### config.mk
export PLATFORM = sky130hd
export DESIGN_NAME = irq_response_seq
export DESIGN_NICKNAME = d
export VERILOG_FILES = /design/src/rtl/irq_seq_pkg.sv /design/src/rtl/irq_arbiter.sv /design/src/rtl/irq_ack_timer.sv /design/src/rtl/irq_refresh.sv /design/src/rtl/irq_response_seq.sv
export SDC_FILE = /design/constraint.sdc
export NUM_CORES = 1
export LEC_CHECK = 0
export ABC_CLOCK_PERIOD_IN_PS = 6050
export BUFFER_PORTS_ARGS = -buffer_cell sky130_fd_sc_hd__buf_2
export CAP_MARGIN = 20
export CORE_MARGIN = 5
export CORE_UTILIZATION = 30
export DETAILED_ROUTE_END_ITERATION = 8
export SYNTH_ARGS = -nofsm -noshare
export SYNTH_HDL_FRONTEND = slang
export SYNTH_HIERARCHICAL = 1
export SYNTH_SLANG_ARGS = --single-unit
### constraint.sdc
create_clock -name clk -period 6.05 [get_ports clk]
set_input_delay 0.9075 -clock clk [delete_from_list [all_inputs] [get_ports clk]]
set_output_delay 0.9075 -clock clk [all_outputs]
set_load 0.05 [all_outputs]
### src/rtl/irq_seq_pkg.sv
package irq_seq_pkg;

    localparam int AW     = 16;
    localparam int DW     = 8;
    localparam int NBYTE0 = 4;

    localparam logic [AW-1:0] NMI_VEC = 16'h0066;
    localparam logic [AW-1:0] M1_VEC  = 16'h0038;

    typedef enum logic [2:0] {
        S_IDLE,
        S_ACK,
        S_PUSH_H,
        S_PUSH_L,
        S_RD_L,
        S_RD_H,
        S_FIN
    } seq_state_e;

    typedef enum logic [1:0] {
        K_NMI = 2'd0,
        K_M0  = 2'd1,
        K_M1  = 2'd2,
        K_M2  = 2'd3
    } irq_kind_e;

    typedef struct packed {
        logic      take;
        irq_kind_e kind;
    } arb_res_t;

    typedef struct packed {
        logic          req;
        logic          we;
        logic [AW-1:0] addr;
        logic [DW-1:0] wdata;
    } mem_cmd_t;

    function automatic irq_kind_e kind_of_mode(input logic [1:0] im);
        case (im)
            2'd0:    return K_M0;
            2'd2:    return K_M2;
            default: return K_M1;
        endcase
    endfunction

    function automatic logic [DW-1:0] refresh_step(input logic [DW-1:0] r);
        logic [DW-2:0] low;
        low = r[DW-2:0] + 1'b1;
        return {r[DW-1], low};
    endfunction

endpackage

### src/rtl/irq_arbiter.sv
module irq_arbiter
    import irq_seq_pkg::*;
(
    input  logic       clk,
    input  logic       rst,
    input  logic       sample_i,
    input  logic       nmi_i,
    input  logic       int_i,
    input  logic       ie_i,
    input  logic       skip_i,
    input  logic [1:0] im_i,
    input  logic       halted_i,
    output arb_res_t   res_o,
    output logic       ie_clr_o,
    output logic       halt_clr_o,
    output logic       halt_nop_o
);

    logic nmi_prev_q;
    logic nmi_pend_q;
    logic nmi_edge;
    logic take_nmi;
    logic take_int;

    assign nmi_edge = nmi_i & ~nmi_prev_q;
    assign take_nmi = sample_i & nmi_pend_q;
    assign take_int = sample_i & ~nmi_pend_q & int_i & ie_i & ~skip_i;

    always_ff @(posedge clk) begin
        if (rst) begin
            nmi_prev_q <= 1'b0;
            nmi_pend_q <= 1'b0;
        end else begin
            nmi_prev_q <= nmi_i;
            nmi_pend_q <= (nmi_pend_q & ~take_nmi) | nmi_edge;
        end
    end

    always_comb begin
        res_o.take = take_nmi | take_int;
        res_o.kind = take_nmi ? K_NMI : kind_of_mode(im_i);
    end

    assign ie_clr_o   = take_int;
    assign halt_clr_o = res_o.take & halted_i;
    assign halt_nop_o = sample_i & ~res_o.take & halted_i;


    nmi_latch_chk: assert property (@(posedge clk) disable iff (rst)
        (nmi_i && !nmi_prev_q) |=> nmi_pend_q);

endmodule

### src/rtl/irq_ack_timer.sv
module irq_ack_timer
    import irq_seq_pkg::*;
#(
    parameter int LEN0 = 6,
    parameter int LEN1 = 7,
    parameter int LEN2 = 8
) (
    input  logic                 clk,
    input  logic                 rst,
    input  logic                 start_i,
    input  irq_kind_e            kind_i,
    input  logic [DW-1:0]        dbus_i,
    input  logic                 dbus_vld_i,
    output logic                 active_o,
    output logic                 done_o,
    output logic [NBYTE0*DW-1:0] bytes_o,
    output logic [DW-1:0]        vec_o
);

    localparam int LMAX01 = (LEN0 > LEN1) ? LEN0 : LEN1;
    localparam int LMAX   = (LMAX01 > LEN2) ? LMAX01 : LEN2;
    localparam int CW     = $clog2(LMAX + 1);

    logic [CW-1:0] cnt_q;
    logic [CW-1:0] last_q;
    logic [CW-1:0] last_sel;
    logic          active_q;
    logic [DW-1:0] vec_q;
    logic [DW-1:0] dbyte;

    assign dbyte = dbus_vld_i ? dbus_i : '0;

    always_comb begin
        case (kind_i)
            K_M0:    last_sel = CW'(LEN0 - 1);
            K_M2:    last_sel = CW'(LEN2 - 1);
            default: last_sel = CW'(LEN1 - 1);
        endcase
    end

    assign done_o   = active_q && (cnt_q == last_q);
    assign active_o = active_q;
    assign vec_o    = vec_q;

    always_ff @(posedge clk) begin
        if (rst) begin
            active_q <= 1'b0;
            cnt_q    <= '0;
            last_q   <= '0;
            vec_q    <= '0;
        end else begin
            if (start_i) begin
                active_q <= 1'b1;
                cnt_q    <= '0;
                last_q   <= last_sel;
            end else if (active_q) begin
                if (done_o) active_q <= 1'b0;
                else        cnt_q    <= cnt_q + 1'b1;
            end
            if (active_q && cnt_q == '0) vec_q <= dbyte;
        end
    end

    for (genvar g = 0; g < NBYTE0; g++) begin : g_cap
        logic [DW-1:0] b_q;
        always_ff @(posedge clk) begin
            if (rst || start_i)                       b_q <= '0;
            else if (active_q && cnt_q == CW'(g))     b_q <= dbyte;
        end
        assign bytes_o[g*DW +: DW] = b_q;
    end


    ack_hold_chk: assert property (@(posedge clk) disable iff (rst)
        (active_q && !done_o) |=> active_q);

endmodule

### src/rtl/irq_refresh.sv
module irq_refresh
    import irq_seq_pkg::*;
(
    input  logic          clk,
    input  logic          rst,
    input  logic          step_i,
    input  logic          wr_i,
    input  logic [DW-1:0] wdata_i,
    output logic [DW-1:0] r_o
);

    logic [DW-1:0] r_q;

    always_ff @(posedge clk) begin
        if (rst)         r_q <= '0;
        else if (wr_i)   r_q <= wdata_i;
        else if (step_i) r_q <= refresh_step(r_q);
    end

    assign r_o = r_q;


    r_bit7_chk: assert property (@(posedge clk) disable iff (rst)
        (step_i && !wr_i) |=> (r_q[DW-1] == $past(r_q[DW-1])) &&
                              (r_q[DW-2:0] == $past(r_q[DW-2:0]) + 1'b1));

endmodule

### src/rtl/irq_response_seq.sv
module irq_response_seq
    import irq_seq_pkg::*;
#(
    parameter int ACK_M0 = 6,
    parameter int ACK_M1 = 7,
    parameter int ACK_M2 = 8
) (
    input  logic        clk,
    input  logic        rst,
    input  logic        boundary_i,
    input  logic        skip_irq_i,
    input  logic        nmi_i,
    input  logic        int_i,
    input  logic        ie_i,
    input  logic [1:0]  im_i,
    input  logic [7:0]  i_reg_i,
    input  logic [15:0] pc_i,
    input  logic [15:0] sp_i,
    input  logic        halted_i,
    input  logic [7:0]  dbus_i,
    input  logic        dbus_vld_i,
    input  logic        r_wr_i,
    input  logic [7:0]  r_wdata_i,
    input  logic [7:0]  mem_rdata_i,
    input  logic        mem_ack_i,
    output logic        busy_o,
    output logic        iack_o,
    output logic        ie_clr_o,
    output logic        halt_clr_o,
    output logic        halt_nop_o,
    output logic        mem_req_o,
    output logic        mem_we_o,
    output logic [15:0] mem_addr_o,
    output logic [7:0]  mem_wdata_o,
    output logic        sp_wr_o,
    output logic [15:0] sp_new_o,
    output logic        pc_wr_o,
    output logic [15:0] pc_new_o,
    output logic        wz_wr_o,
    output logic [15:0] wz_o,
    output logic        op0_vld_o,
    output logic [31:0] op0_bytes_o,
    output logic [7:0]  r_o
);

    seq_state_e    state_q, state_d;
    irq_kind_e     kind_q;
    logic [AW-1:0] pc_q, sp_q, tgt_q;
    logic [DW-1:0] i_q, lo_q;
    arb_res_t      arb;
    logic          idle;
    logic          ack_done;
    logic [DW-1:0] ack_vec;
    logic [AW-1:0] ptr, ptr1;
    mem_cmd_t      cmd;

    assign idle = (state_q == S_IDLE);

    irq_arbiter u_arb (
        .clk       (clk),
        .rst       (rst),
        .sample_i  (boundary_i & idle),
        .nmi_i     (nmi_i),
        .int_i     (int_i),
        .ie_i      (ie_i),
        .skip_i    (skip_irq_i),
        .im_i      (im_i),
        .halted_i  (halted_i),
        .res_o     (arb),
        .ie_clr_o  (ie_clr_o),
        .halt_clr_o(halt_clr_o),
        .halt_nop_o(halt_nop_o)
    );

    irq_ack_timer #(
        .LEN0(ACK_M0),
        .LEN1(ACK_M1),
        .LEN2(ACK_M2)
    ) u_ack (
        .clk       (clk),
        .rst       (rst),
        .start_i   (arb.take && arb.kind != K_NMI),
        .kind_i    (arb.kind),
        .dbus_i    (dbus_i),
        .dbus_vld_i(dbus_vld_i),
        .active_o  (iack_o),
        .done_o    (ack_done),
        .bytes_o   (op0_bytes_o),
        .vec_o     (ack_vec)
    );

    irq_refresh u_r (
        .clk    (clk),
        .rst    (rst),
        .step_i (boundary_i),
        .wr_i   (r_wr_i),
        .wdata_i(r_wdata_i),
        .r_o    (r_o)
    );

    assign ptr  = {i_q, ack_vec};
    assign ptr1 = ptr + 16'd1;

    always_comb begin
        cmd = '0;
        case (state_q)
            S_PUSH_H: begin
                cmd.req = 1'b1; cmd.we = 1'b1;
                cmd.addr = sp_q - 16'd1; cmd.wdata = pc_q[15:8];
            end
            S_PUSH_L: begin
                cmd.req = 1'b1; cmd.we = 1'b1;
                cmd.addr = sp_q - 16'd2; cmd.wdata = pc_q[7:0];
            end
            S_RD_L: begin
                cmd.req = 1'b1; cmd.addr = ptr;
            end
            S_RD_H: begin
                cmd.req = 1'b1; cmd.addr = ptr1;
            end
            default: cmd = '0;
        endcase
    end

    assign mem_req_o   = cmd.req;
    assign mem_we_o    = cmd.we;
    assign mem_addr_o  = cmd.addr;
    assign mem_wdata_o = cmd.wdata;

    always_comb begin
        state_d = state_q;
        case (state_q)
            S_IDLE:   if (arb.take) state_d = (arb.kind == K_NMI) ? S_PUSH_H : S_ACK;
            S_ACK:    if (ack_done) state_d = S_PUSH_H;
            S_PUSH_H: if (mem_ack_i) state_d = S_PUSH_L;
            S_PUSH_L: if (mem_ack_i) state_d = (kind_q == K_M2) ? S_RD_L : S_FIN;
            S_RD_L:   if (mem_ack_i) state_d = S_RD_H;
            S_RD_H:   if (mem_ack_i) state_d = S_FIN;
            S_FIN:    state_d = S_IDLE;
            default:  state_d = S_IDLE;
        endcase
    end

    always_ff @(posedge clk) begin
        if (rst) begin
            state_q <= S_IDLE;
            kind_q  <= K_NMI;
            pc_q    <= '0;
            sp_q    <= '0;
            tgt_q   <= '0;
            i_q     <= '0;
            lo_q    <= '0;
        end else begin
            state_q <= state_d;
            if (idle && arb.take) begin
                pc_q   <= pc_i;
                sp_q   <= sp_i;
                i_q    <= i_reg_i;
                kind_q <= arb.kind;
            end
            if (state_q == S_PUSH_L && mem_ack_i) begin
                case (kind_q)
                    K_NMI:   tgt_q <= NMI_VEC;
                    K_M0:    tgt_q <= pc_q;
                    default: tgt_q <= M1_VEC;
                endcase
            end
            if (state_q == S_RD_L && mem_ack_i) lo_q  <= mem_rdata_i;
            if (state_q == S_RD_H && mem_ack_i) tgt_q <= {mem_rdata_i, lo_q};
        end
    end

    assign busy_o    = !idle;
    assign pc_wr_o   = (state_q == S_FIN);
    assign pc_new_o  = tgt_q;
    assign sp_wr_o   = (state_q == S_FIN);
    assign sp_new_o  = sp_q - 16'd2;
    assign wz_wr_o   = (state_q == S_FIN) && (kind_q != K_NMI);
    assign wz_o      = tgt_q;
    assign op0_vld_o = (state_q == S_FIN) && (kind_q == K_M0);


    mem_hold_chk: assert property (@(posedge clk) disable iff (rst)
        (mem_req_o && !mem_ack_i) |=> mem_req_o && $stable(mem_addr_o) && $stable(mem_we_o));


    ack_start_chk: assert property (@(posedge clk) disable iff (rst)
        $rose(iack_o) |-> $past(boundary_i));


    nmi_no_ack_chk: assert property (@(posedge clk) disable iff (rst)
        (state_q == S_PUSH_H && kind_q == K_NMI) |-> !iack_o);


    fin_idle_chk: assert property (@(posedge clk) disable iff (rst)
        pc_wr_o |=> !busy_o);

endmodule

==> out/results.tsv <==
stage	metric	value	unit
floorplanning	Starting Density	0.306	
cts	CTS resizes	0	
critical_path	critical path class	flop to output pin	
finish	fin nets	1021	
timing	highest clock rate	282	MHz
timing	Slew @ Worst Pin	1060	ps
critical_path	r2r startpoint	state_q[2]$_SDFFE_PP0P_	
pwr	Switching Fraction	0.336	
timing	Final Critical Period	3540	ps
synthesis	synthesized cell area	0.00645	mm2
finish	commonest non-fill, non-tap cell in the layout	buf_2	
critical_path	required time of the worst setup path	5140	ps
floorplanning	core box area	0.0211	mm2
critical_path	CP Launch Type	flop	
timing	Max-Slew Margin vs Limit	0.297	
critical_path	Arrival @ worst endpoint	2640	ps
timing	Fin. Hold Viols	0	
pwr	Seq pwr share	0.344	
pwr	power density cells	327	mW/mm2
grt	largest net degree at the start of global routing	96	
floorplanning	# rows	53	
finish	sequential cell area	0.00254	mm2
hold_path	Hold Crit Start	u_ack/g_cap[0].b_q[4]$_SDFFE_PP0P_	
critical_path	Critical Path End Type	output pin	
grt	GR Overflow Total	0	
synthesis	fraction of registers with async set/reset	0	
cts	CTS Buffer Depth	2	
placed_design	Placer Congestion	0.846	
critical_path	slowest stage delay, CP	350	ps
critical_path	Crit Path Max Fanout	7	
synthesis	EDFF count, synth	0	
finish	area taken by multi-input logic gates	0.00344	mm2
floorplanning	Die Ht	157	um
floorplanning	total I/O pin count	200	
grt	vias in the first global route	5618	
timing	Layout Skew	9.89	ps
finish	Fillers	2226	
cts	# hold bufs at CTS	0	
critical_path	crit-path leading delay family	simple AND/OR/NAND/NOR gates	
cts	CTS sink count	127	
synthesis	Avg Synthesized Cell Area	8.20	um2
placed_design	post-DP HPWL	14300	um
cts	Num CTS Buffers	17	
cts	TritonCTS clock tree	yes	
critical_path	worst path bufs/invs	2	
finish	area grow syn2layout	25.2	%
routing	vias	5865	
cts	CTS root buf	clkbuf_16	
routing	vias per std cell	4.79	
routing	Remaining DRCs	0	
run	Max Cap Viol	0	
placed_design	Port Buffer Count	199	
synthesis	Yosys cell types	63	
grt	initial antenna violation count	4	
routing	router iterations before antenna repair	4	
pwr	maximum VDD drop	0.186	mV
floorplanning	area of the die	0.0246	mm2
pwr	Psw	0.888	mW
routing	post-route ant nets	0	
routing	Avg WL per Cell	15.9	um
critical_path	CP startpoint	sp_q[1]$_SDFFE_PP0P_	
synthesis	Syn Inst Count	787	
synthesis	Synth Flop Type	dfxtp_1	
timing	Setup TNS	0	ps
synthesis	synthesized flop and latch total	127	
critical_path	Critical-path top delay cell	nor3b_4	
routing	WL final	19500	um
cts	Clock Latency Late Sink	420	ps
routing	Iteration-0 DRC Markers	236	
cts	CTS clock-pin slew for the worst setup and hold paths	60	ps
finish	most frequent cells in the layout	198 x buf_2, 147 x nand2_1, 127 x dfxtp_1	
floorplanning	Die X	157	um
pwr	Clock power frac	0.428	
timing	Final WS setup	2510	ps
timing	Final Max Tran Viols	0	
finish	share of cells above drive strength 1	0.271	
status	status	complete, no violations	
grt	GR Util All Layers	0.155	
timing	fin crit share	0.586	
synthesis	Post-Syn Nets	872	
critical_path	worst path cell trace	inv_1 -> ha_1 -> nor3b_4 -> nand3_1 -> nor3_2 -> o31ai_1 -> o32ai_1 -> buf_2	
synthesis	sequential fraction of the synthesis area	0.394	
grt	first-pass GRT wire length	30200	um
cts	postcts setup bufs	0	
synthesis	synth warn	6	
placed_design	post-place instance area	0.00740	mm2
timing	worst hold slack	456	ps
pwr	internal power	1.75	mW
placed_design	dpl ws	2640	ps
hold_path	HP Class	flop to flop	
timing	RSZ-0062 raised after global routing	no	
finish	post-route cell area	0.00808	mm2
cts	H-tree depth	4	
pwr	Logic pwr share	0.228	
timing	# setup viols final	0	
pwr	leakage power	3.44	nW
## state kept, by name, indices dropped and copies added, names as in the netlist
| name | count |
|---|---|
| u_ack/g_cap.b_q | 32 |
| state_q | 3 |
| u_ack/active_o | 1 |
| i_q | 8 |
| u_r/r_o | 8 |
| pc_new_o | 16 |
| u_arb/nmi_pend_q | 1 |
| u_ack/cnt_q | 4 |
| kind_q | 2 |
| sp_q | 16 |
| pc_q | 16 |
| u_ack/vec_o | 8 |
| lo_q | 8 |
| u_ack/last_q | 3 |
| u_arb/nmi_prev_q | 1 |
## metal layers
layer / share of wire / global-route usage
met3: 0.069 / 0.0501
met1: 0.46 / 0.208
met5: 0.0023 / 0
met4: 0.011 / 0.0430
met2: 0.46 / 0.239
## final cells by class
| class | count | share of cell area |
|---|---|---|
| Antenna cell | 1 | 0.000310 |
| Clock buffer | 17 | 0.0527 |
| Clock inverter | 15 | 0.0273 |
| Inverter | 12 | 0.00558 |
| Multi-Input combinational cell | 573 | 0.425 |
| Sequential cell | 127 | 0.315 |
| Tap cell | 275 | 0.0426 |
| Timing Repair Buffer | 205 | 0.132 |
## power groups by stage
stage / registers [mW] / logic (mW) / clock network [mW]
5_1_grt: 0.914 / 0.652 / 1.20
3_3_place_gp: 0.926 / 0.603 / 0
3_5_place_dp: 0.927 / 0.603 / 0
6_report: 0.909 / 0.603 / 1.13
4_1_cts: 0.908 / 0.606 / 1.16
2_1_floorplan: 0.927 / 0.452 / 0
## final timing paths
path / endpoint / slack [ps] / cells after the start
hold / removal: u_ack/g_cap[0].b_q[4]$_SDFFE_PP0P_ / 460 / 2
hold reg to reg: u_ack/g_cap[0].b_q[4]$_SDFFE_PP0P_ / 460 / 2
setup reg to reg: u_ack/g_cap[0].b_q[5]$_SDFFE_PP0P_ / 3440 / 7
setup / recovery: mem_addr_o[13] / 2510 / 8
## tightest hold or removal path, stage by stage (launching register included)
cell     delay (ps)
dfxtp_1         310
nand2_1          50
a21oi_1          50
## synth_stat cells, drive strengths merged, types with 15 or more instances
library cell | number | area, um2
nor2 | 86 | 325
mux2i | 47 | 470
a21oi | 78 | 405
clkbuf | 23 | 87.6
buf | 52 | 344
o22ai | 15 | 100
nand2 | 148 | 558
nand3 | 15 | 80.1
dfxtp | 127 | 2540
xnor2 | 18 | 158
xor2 | 32 | 280
nor3 | 15 | 91.3
## metrics by stage
| stage | instances | power [mW] | util |
|---|---|---|---|
| after floorplan | 787 | 1.38 | - |
| after detailed placement | 1191 | 1.53 | 0.351 |
| after global routing | 1225 | 2.77 | 0.383 |
| after CTS | 1223 | 2.67 | 0.382 |
| final | 1225 | 2.64 | 0.383 |
| after global placement | 1191 | 1.53 | 0.351 |
## cell families after synthesis
kind of cell / after synthesis / synth area share
AO/OA/AOI/OAI: 136 / 0.130
XOR/XNOR: 50 / 0.0678
adder cells (fa/ha/maj): 8 / 0.0155
buffers and inverters: 87 / 0.0739
flip-flops: 127 / 0.394
multiplexers: 48 / 0.0746
AND/OR/NAND/NOR: 331 / 0.244
Note: power is estimated with default switching activity, not from simulation.
